**config.mk**
```make
export PLATFORM = sky130hd
export DESIGN_NAME = sc_clkdiv
export DESIGN_NICKNAME = d
export VERILOG_FILES = /design/src/rtl/sc_clk_pkg.sv /design/src/rtl/sc_clk_phase_ctr.sv /design/src/rtl/sc_clk_ratio_sel.sv /design/src/rtl/sc_clk_park_ctl.sv /design/src/rtl/sc_clkdiv.sv
export SDC_FILE = /design/constraint.sdc
export NUM_CORES = 1
export LEC_CHECK = 0
export BUFFER_PORTS_ARGS = -buffer_cell sky130_fd_sc_hd__buf_2
export CORE_MARGIN = 1.5
export CORE_UTILIZATION = 50
export CTS_BUF_LIST = sky130_fd_sc_hd__clkbuf_16
export CTS_CLUSTER_SIZE = 12
export DETAILED_ROUTE_END_ITERATION = 16
export PLACE_DENSITY = 0.72
export SLEW_MARGIN = 20
export SYNTH_ARGS = -nofsm -noshare
export SYNTH_HDL_FRONTEND = slang
export SYNTH_SLANG_ARGS = --single-unit
```
**constraint.sdc**
```tcl
create_clock -name clk_i -period 4.18 [get_ports clk_i]
set_clock_uncertainty 0.1 [all_clocks]
set_input_delay 0.836 -clock clk_i [delete_from_list [all_inputs] [get_ports clk_i]]
set_output_delay 0.836 -clock clk_i [all_outputs]
set_load 0.05 [all_outputs]
```
**src/rtl/sc_clk_pkg.sv**
```systemverilog
package sc_clk_pkg;

  typedef enum logic [1:0] {
    MODE_RUN     = 2'b00,
    MODE_STOP_LO = 2'b01,
    MODE_STOP_HI = 2'b10,
    MODE_RSVD    = 2'b11
  } clk_mode_e;

endpackage

```
**src/rtl/sc_clk_phase_ctr.sv**
```systemverilog
// Free-running phase counter; every divided clock is one of its bits.
module sc_clk_phase_ctr #(
  parameter int BASE_LOG2 = 1,
  parameter int NUM_RATIO = 4
) (
  input  logic                           clk_i,
  input  logic                           rst_ni,
  output logic [NUM_RATIO-1:0]           taps_q_o,
  output logic [NUM_RATIO-1:0]           taps_nxt_o,
  output logic [BASE_LOG2+NUM_RATIO-1:0] zero_pfx_o
);

  localparam int CntW = BASE_LOG2 + NUM_RATIO;

  logic [CntW-1:0] cnt_q;
  logic [CntW-1:0] cnt_nxt;

  assign cnt_nxt = cnt_q + CntW'(1);

  always_ff @(posedge clk_i or negedge rst_ni) begin
    if (!rst_ni) cnt_q <= '0;
    else         cnt_q <= cnt_nxt;
  end

  for (genvar k = 0; k < NUM_RATIO; k++) begin : g_tap
    assign taps_q_o[k]   = cnt_q[BASE_LOG2+k];
    assign taps_nxt_o[k] = cnt_nxt[BASE_LOG2+k];
  end

  // zero_pfx_o[j]: next count has bits j..0 all clear
  always_comb begin
    logic run_zero;
    run_zero = 1'b1;
    for (int j = 0; j < CntW; j++) begin
      run_zero      = run_zero & ~cnt_nxt[j];
      zero_pfx_o[j] = run_zero;
    end
  end

endmodule

```
**src/rtl/sc_clk_ratio_sel.sv**
```systemverilog
// Holds the active ratio; adopts a request only at a shared low-phase start.
module sc_clk_ratio_sel #(
  parameter int RATIO_W   = 2,
  parameter int BASE_LOG2 = 1
) (
  input  logic                                  clk_i,
  input  logic                                  rst_ni,
  input  logic [RATIO_W-1:0]                    ratio_i,
  input  logic [(1<<RATIO_W)-1:0]               taps_q_i,
  input  logic [(1<<RATIO_W)-1:0]               taps_nxt_i,
  input  logic [BASE_LOG2+(1<<RATIO_W)-1:0]     zero_pfx_i,
  output logic                                  tap_q_o,
  output logic                                  tap_nxt_o
);

  localparam int NumRatio = 1 << RATIO_W;
  localparam int CntW     = BASE_LOG2 + NumRatio;
  localparam int IdxW     = (CntW > 1) ? $clog2(CntW) : 1;

  logic [RATIO_W-1:0] act_q;
  logic [RATIO_W-1:0] slow_sel;
  logic [IdxW-1:0]    pfx_idx;
  logic               commit;

  assign slow_sel = (ratio_i > act_q) ? ratio_i : act_q;
  assign pfx_idx  = IdxW'(BASE_LOG2) + IdxW'(slow_sel);
  assign commit   = (ratio_i != act_q) && zero_pfx_i[pfx_idx];

  always_ff @(posedge clk_i or negedge rst_ni) begin
    if (!rst_ni)     act_q <= '0;
    else if (commit) act_q <= ratio_i;
  end

  assign tap_q_o   = taps_q_i[act_q];
  assign tap_nxt_o = taps_nxt_i[act_q];

  // a switch lands where the newly active divided clock is low
  assert_switch_low_R6: assert property (@(posedge clk_i) disable iff (!rst_ni)
    (act_q != $past(act_q)) |-> !tap_q_o);

  // a switch only ever moves to the ratio that was requested
  assert_switch_target_R6: assert property (@(posedge clk_i) disable iff (!rst_ni)
    (act_q != $past(act_q)) |-> (act_q == $past(ratio_i)));

endmodule

```
**src/rtl/sc_clk_park_ctl.sv**
```systemverilog
// Mode register and output flop; the output moves only on an active tap edge.
module sc_clk_park_ctl
  import sc_clk_pkg::*;
#(
  parameter int BASE_LOG2 = 1
) (
  input  logic       clk_i,
  input  logic       rst_ni,
  input  logic [1:0] mode_i,
  input  logic       card_en_i,
  input  logic       tap_q_i,
  input  logic       tap_nxt_i,
  output logic       clk_o
);

  localparam int MinHalf = 1 << BASE_LOG2;
  localparam int LenW    = BASE_LOG2 + 1;

  clk_mode_e mode_req;
  clk_mode_e mode_q;
  clk_mode_e eff_mode;
  logic      out_q;
  logic      out_d;
  logic      rise_ev;
  logic      fall_ev;
  logic [LenW-1:0] len_q;

  assign mode_req = clk_mode_e'(mode_i);

  always_ff @(posedge clk_i or negedge rst_ni) begin
    if (!rst_ni)                     mode_q <= MODE_RUN;
    else if (mode_req != MODE_RSVD)  mode_q <= mode_req;
  end

  assign eff_mode = card_en_i ? mode_q : MODE_STOP_LO;
  assign rise_ev  = !tap_q_i &&  tap_nxt_i;
  assign fall_ev  =  tap_q_i && !tap_nxt_i;

  always_comb begin
    out_d = out_q;
    case (eff_mode)
      MODE_RUN: begin
        if (out_q && fall_ev)       out_d = 1'b0;
        else if (!out_q && rise_ev) out_d = 1'b1;
      end
      MODE_STOP_LO: if (out_q && fall_ev)  out_d = 1'b0;
      MODE_STOP_HI: if (!out_q && rise_ev) out_d = 1'b1;
      default:      out_d = out_q;
    endcase
  end

  always_ff @(posedge clk_i or negedge rst_ni) begin
    if (!rst_ni) out_q <= 1'b0;
    else         out_q <= out_d;
  end

  assign clk_o = out_q;

  // stable-cycle count of the current phase, saturating at MinHalf-1
  always_ff @(posedge clk_i or negedge rst_ni) begin
    if (!rst_ni)                          len_q <= '0;
    else if (out_d != out_q)              len_q <= '0;
    else if (len_q != LenW'(MinHalf - 1)) len_q <= len_q + LenW'(1);
  end

  assert_min_phase_R5: assert property (@(posedge clk_i) disable iff (!rst_ni)
    (out_q != $past(out_q)) |-> ($past(len_q) == LenW'(MinHalf - 1)));

  assert_park_low_R7: assert property (@(posedge clk_i) disable iff (!rst_ni)
    (!card_en_i && !out_q) |=> !out_q);

  assert_stop_lo_hold_R3: assert property (@(posedge clk_i) disable iff (!rst_ni)
    (card_en_i && mode_q == MODE_STOP_LO && !out_q) |=> !out_q);

  assert_stop_hi_hold_R3: assert property (@(posedge clk_i) disable iff (!rst_ni)
    (card_en_i && mode_q == MODE_STOP_HI && out_q) |=> out_q);

endmodule

```
**src/rtl/sc_clkdiv.sv**
```systemverilog
module sc_clkdiv #(
  parameter int RATIO_W   = 2,
  parameter int BASE_LOG2 = 1
) (
  input  logic               clk_i,
  input  logic               rst_ni,
  input  logic [RATIO_W-1:0] ratio_i,
  input  logic [1:0]         mode_i,
  input  logic               card_en_i,
  output logic               card_clk_o
);

  localparam int NumRatio = 1 << RATIO_W;
  localparam int CntW     = BASE_LOG2 + NumRatio;

  logic [NumRatio-1:0] taps_q;
  logic [NumRatio-1:0] taps_nxt;
  logic [CntW-1:0]     zero_pfx;
  logic                tap_q;
  logic                tap_nxt;

  sc_clk_phase_ctr #(
    .BASE_LOG2 (BASE_LOG2),
    .NUM_RATIO (NumRatio)
  ) u_phase_ctr (
    .clk_i      (clk_i),
    .rst_ni     (rst_ni),
    .taps_q_o   (taps_q),
    .taps_nxt_o (taps_nxt),
    .zero_pfx_o (zero_pfx)
  );

  sc_clk_ratio_sel #(
    .RATIO_W   (RATIO_W),
    .BASE_LOG2 (BASE_LOG2)
  ) u_ratio_sel (
    .clk_i      (clk_i),
    .rst_ni     (rst_ni),
    .ratio_i    (ratio_i),
    .taps_q_i   (taps_q),
    .taps_nxt_i (taps_nxt),
    .zero_pfx_i (zero_pfx),
    .tap_q_o    (tap_q),
    .tap_nxt_o  (tap_nxt)
  );

  sc_clk_park_ctl #(
    .BASE_LOG2 (BASE_LOG2)
  ) u_park_ctl (
    .clk_i     (clk_i),
    .rst_ni    (rst_ni),
    .mode_i    (mode_i),
    .card_en_i (card_en_i),
    .tap_q_i   (tap_q),
    .tap_nxt_i (tap_nxt),
    .clk_o     (card_clk_o)
  );

endmodule

```
# Yosys cells after proc, flatten, opt, wreduce, memory -nomap -nowiden
# Index checks and enable logic that the tools add are counted.
# op_classes
muxes	12
n_eq_ne	5
add_sub_neg	2
magnitude_cmp	3
reduce_logical	11
n_bitwise	9
# ops
cell	count
$mux W1	6
$add A5 B1 Y5 const B	1
$logic_and A1 B1 Y1	5
$not A1 Y1	5
$and A1 B1 Y1	4
$bmux W1 S2	2
$lt A3 B4 Y1 const B	1
$mux W2	2
$add A1 B2 Y3 const A	1
$bmux W1 S3	1
$logic_not A1 Y1	3
$lt A2 B3 Y1 const B	1
$pmux W1 S3	1
$reduce_bool A3 Y1	1
$eq A2 B1 Y1 const B	1
$eq A2 B2 Y1 const B	1
$gt A2 B2 Y1	1
$logic_not A2 Y1	1
$ne A2 B1 Y1 const B	1
$ne A2 B2 Y1	1
$ne A2 B2 Y1 const B	1
$reduce_and A2 Y1	1
# totals
word_cells	46
input_bits	7
ff_bits	10

# Depth between registers and ports, before layout
# logic_depth
depth_word	9
mapped_depth	12
ltp_nobuf	12

# Hierarchy
# A second synthesis with hierarchy kept.
# hier_totals
hier_cells	80
hier_area_um2	810.8
# by_module_without_submodules
mod	instances	seq_area_each_um2	cells_each	area_each_um2
sc_clk_ratio_sel	1	50.0	28	302.8
sc_clk_phase_ctr	1	125.1	30	300.3
sc_clk_park_ctl	1	75.1	22	207.7

# Least setup slack after synthesis
# OpenSTA, ideal clock, no wires.
# synth_timing
kind	input-to-reg
start	input ratio_i[0]
end	register u_ratio_sel.act_q[0]
path_slack_ns	0.944
t_arrival_ns	3.008
setup_ns	0.128
cell_stages	10
cell_sequence	inv_1 -> ha_1 -> nor2b_4 -> o21ai_1 -> o311ai_4 -> ha_1 -> nor3b_2 -> a31oi_1 -> nor4_2 -> mux2_1
# synth_between
elab_chain_cells	6
word_cells_on_any_way	7
classes_between	add/sub: 1; order compare: 1; eq/ne: 1; mux: 3; reduce/logical: 1
# synth_lines
element	line_no	source
start: declaration	sc_clkdiv.sv:7	input logic [RATIO_W-1:0] ratio_i,
$gt A2 B2 Y1	sc_clk_ratio_sel.sv:25	assign slow_sel = (ratio_i > act_q) ? ratio_i : act_q;
$mux W2	sc_clk_ratio_sel.sv:25	
$add A1 B2 Y3	sc_clk_ratio_sel.sv:26	assign pfx_idx = IdxW'(BASE_LOG2) + IdxW'(slow_sel);
$bmux W1 S3	sc_clk_ratio_sel.sv:27	assign commit = (ratio_i != act_q) && zero_pfx_i[pfx_idx];
$mux W1 (implied by the code)	sc_clk_ratio_sel.sv:27	
$logic_and A1 B1 Y1	sc_clk_ratio_sel.sv:27	
end signal: assignment	sc_clk_ratio_sel.sv:31	else if (commit) act_q <= ratio_i;
end: declaration	sc_clk_ratio_sel.sv:20	logic [RATIO_W-1:0] act_q;
# Parallel ways exist; a longest one is shown, timed or not. The select of a mux whose other input is x is not followed.
# A chain may end at the register's enable or synchronous reset.

# Final worst setup path
# Same ends and word-level chain as after synthesis.

==> reports/qor.yml <==
worst_setup_path:
  r2r_cells: 10
  crit_path_start_kind: "input pin"
  critPathMaxFanout: 4
  worst_setup_path_end_kind: "flop"
  cp.arrival_ns: 3.26
  crit_required_ns: 4.19
  path_class: "in2reg"
drt:
  post_drt_wl_per_cell_um: 12.86
  ant_nets: 0
  drtIter0Drc: 19
  drt-vias-per-instance: 5.661
  route.vias.total: 634
  routed_wl_um: 1440
  dr.pass1.iters: 4
  remaining_drc_errors: 0
synth:
  synthXorXnorAreaFrac: 0.04423
  syn_nets: 103
  ys_warn_count: 0
  synth_top_cell_area_share: 0.3160
  ys_ff_latch: 10
  synthTopCellsByArea: "dfrtp_1, ha_1, inv_1, a21oi_1, xnor2_1"
  synth_top_family_by_area: "compound AO/OA/AOI/OAI gates"
  synthAdderAreaFrac: 0.1422
  synthMuxAreaShare: 0.03949
  yosysSeqAreaShare: 0.3160
  syn_area_per_cell_um2: 9.104
  synthSimpleGateAreaFrac: 0.1833
  synth_compound_area_frac: 0.1848
  syn-instance-count: 87
  syn_area_um2: 792.0
  ys_types: 30
  synth_largest_area_cell: "dfrtp_1"
clock_tree:
  cts_num_sinks: 10
  cts_tree: "yes"
  numCtsBuffers: 3
  clk_latency_ns: 0.23
  root_buffer: "clkbuf_16"
  clkTransAtPathRegs_ns: 0.04
  h-tree-depth: 1
  cts-resized-gates: 0
  postCtsSetupBuffers: 0
  ctsHoldBuffers: 0
  clockBufferDepth: 2
global_route:
  grt_pass1_wl_um: 2456
  grt_pass1_vias: 598
  grt.overflow.total: 0
  track_usage: 0.1821
  antenna_found_initial: 0
  grt_max_degree: 11
job:
  max_cap_viol_count: 0
timing:
  max_freq_mhz: 307.5
  rsz0062_at_grt: "false"
  finalSetupTns_ns: 0
  hold_violations: 0
  min_period_ns: 3.252
  setup_viol: 0
  slew_viol_final: 0
  period_share: 0.7779
  tightest_slew_ns: 0.3233
  slew_headroom: 0.7827
  setup_slack_ns: 0.9282
layout:
  final_nets: 113
  fin_util: 0.6067
  final_area_um2: 903.4
  n_antenna_cell: 0
  area_growth_pct: 14.06
  final_common_cell: "inv_1"
  drive_above_1_share: 0.1563
  layout_common_cells: "inv_1, dfrtp_1, ha_1"
placed_design:
  dpl.hpwl_um: 1121
  gp_congestion: 0.7539
  dp_slack_ns: 0.6876
  port_buffers: 7
  place_area_um2: 824.5
power_and_ir_drop:
  finalPower_uw: 589.0
  powerDensity_mw_per_mm2: 652.0
  peakVddDrop_v: 0.0003605
  p_leak_nw: 0.4539
floorplan:
  io_pins: 8
  die_x_um: 42.80
  die-area_mm2: 0.001832
  die_h_um: 42.80
  core_mm2: 0.001489
  start_util: 0.5319
  rows: 14
worst_hold_path:
  hp-class: "in2async"
outcome:
  status: "finished, final reports clean"
-- report_power, final --
part | switching (mW) | internal, mW | leakage (nW) | total, mW
combinational | 0.157 | 0.128 | 0.293 | 0.285
sequential | 0.0230 | 0.114 | 0.122 | 0.137
clock | 0.0422 | 0.125 | 0.0385 | 0.167
total | 0.223 | 0.366 | 0.454 | 0.589
-- per-stage QoR --
step / hold slack (ns) / instances
finish: 0.3561 / 112
global route: 0.3768 / 112
CTS: 0.3614 / 112
detailed placement: 0.4267 / 108
global placement: 0.4233 / 108
floorplan: 0.3811 / 87
-- cells in the mapped netlist (all sizes together) --
cell,number
o22ai,2
a21boi,2
o21a,1
nor3,2
o311ai,1
or3,1
xnor2,4
o21ai,3
nand3,3
nor4,1
a221oi,1
dfrtp,10
inv,13
a21oi,8
nor2b,3
nand2b,1
mux2i,2
o211ai,1
ha,9
nand2,4
and3,1
nor2,8
a31oi,1
mux2,1
nor3b,1
o31ai,1
buf,2
-- worst max-delay path, cell delays in order --
cell and delay [ns]:
buf_2 0.10, inv_1 0.07, ha_1 0.34, nor2b_4 0.15, o21ai_1 0.21, o311ai_4 0.15
ha_1 0.38, nor3b_2 0.18, a31oi_1 0.12, nor4_2 0.37, mux2_1 0.36
-- final timing paths --
kind                                      start                    to  slack (ns)
max                                  ratio_i[0]  u_ratio_sel.act_q[0]        0.93
min                                      rst_ni  u_phase_ctr.cnt_q[2]        0.36
max reg2reg                u_ratio_sel.act_q[1]  u_ratio_sel.act_q[0]        1.14
min reg2reg                u_park_ctl.mode_q[1]  u_park_ctl.mode_q[1]        0.42
max in group asynchronous                rst_ni  u_park_ctl.mode_q[1]        3.43
min in group clk_i         u_park_ctl.mode_q[1]  u_park_ctl.mode_q[1]        0.42
-- final cells by class --
class / instances / area, um^2
repair buffers: 7 / 35.03
fillers: 125 / 585.6
clock buffers: 3 / 75.07
flip-flops and latches: 10 / 250.2
inverters: 13 / 48.80
multi-input cells: 62 / 470.5
clock inverters: 1 / 3.754
well taps: 16 / 20.02
-- layer usage --
metal	track usage	part of all wire
met4	0.03750	0.0056
met3	0.07660	0.047
met1	0.2261	0.47
met2	0.2939	0.48
met5	0	0
-- cell families (layout without fill, tap and decap cells) --
logic type,after synthesis,after routing
AOI/OAI and AO/OA,21,21
adders and majority gates,9,9
DFF,10,10
xor gates and xnor gates,4,4
buffers and inverters,15,24
muxes,3,3
and+or+nand+nor,25,25
-- flip-flops by register name, summed over array words and instances (netlist names) --
signal and cells:
u_phase_ctr.cnt_q 5, u_park_ctl.mode_q 2, u_ratio_sel.act_q 2, u_park_ctl.clk_o 1
(Power assumes the default switching activity.)
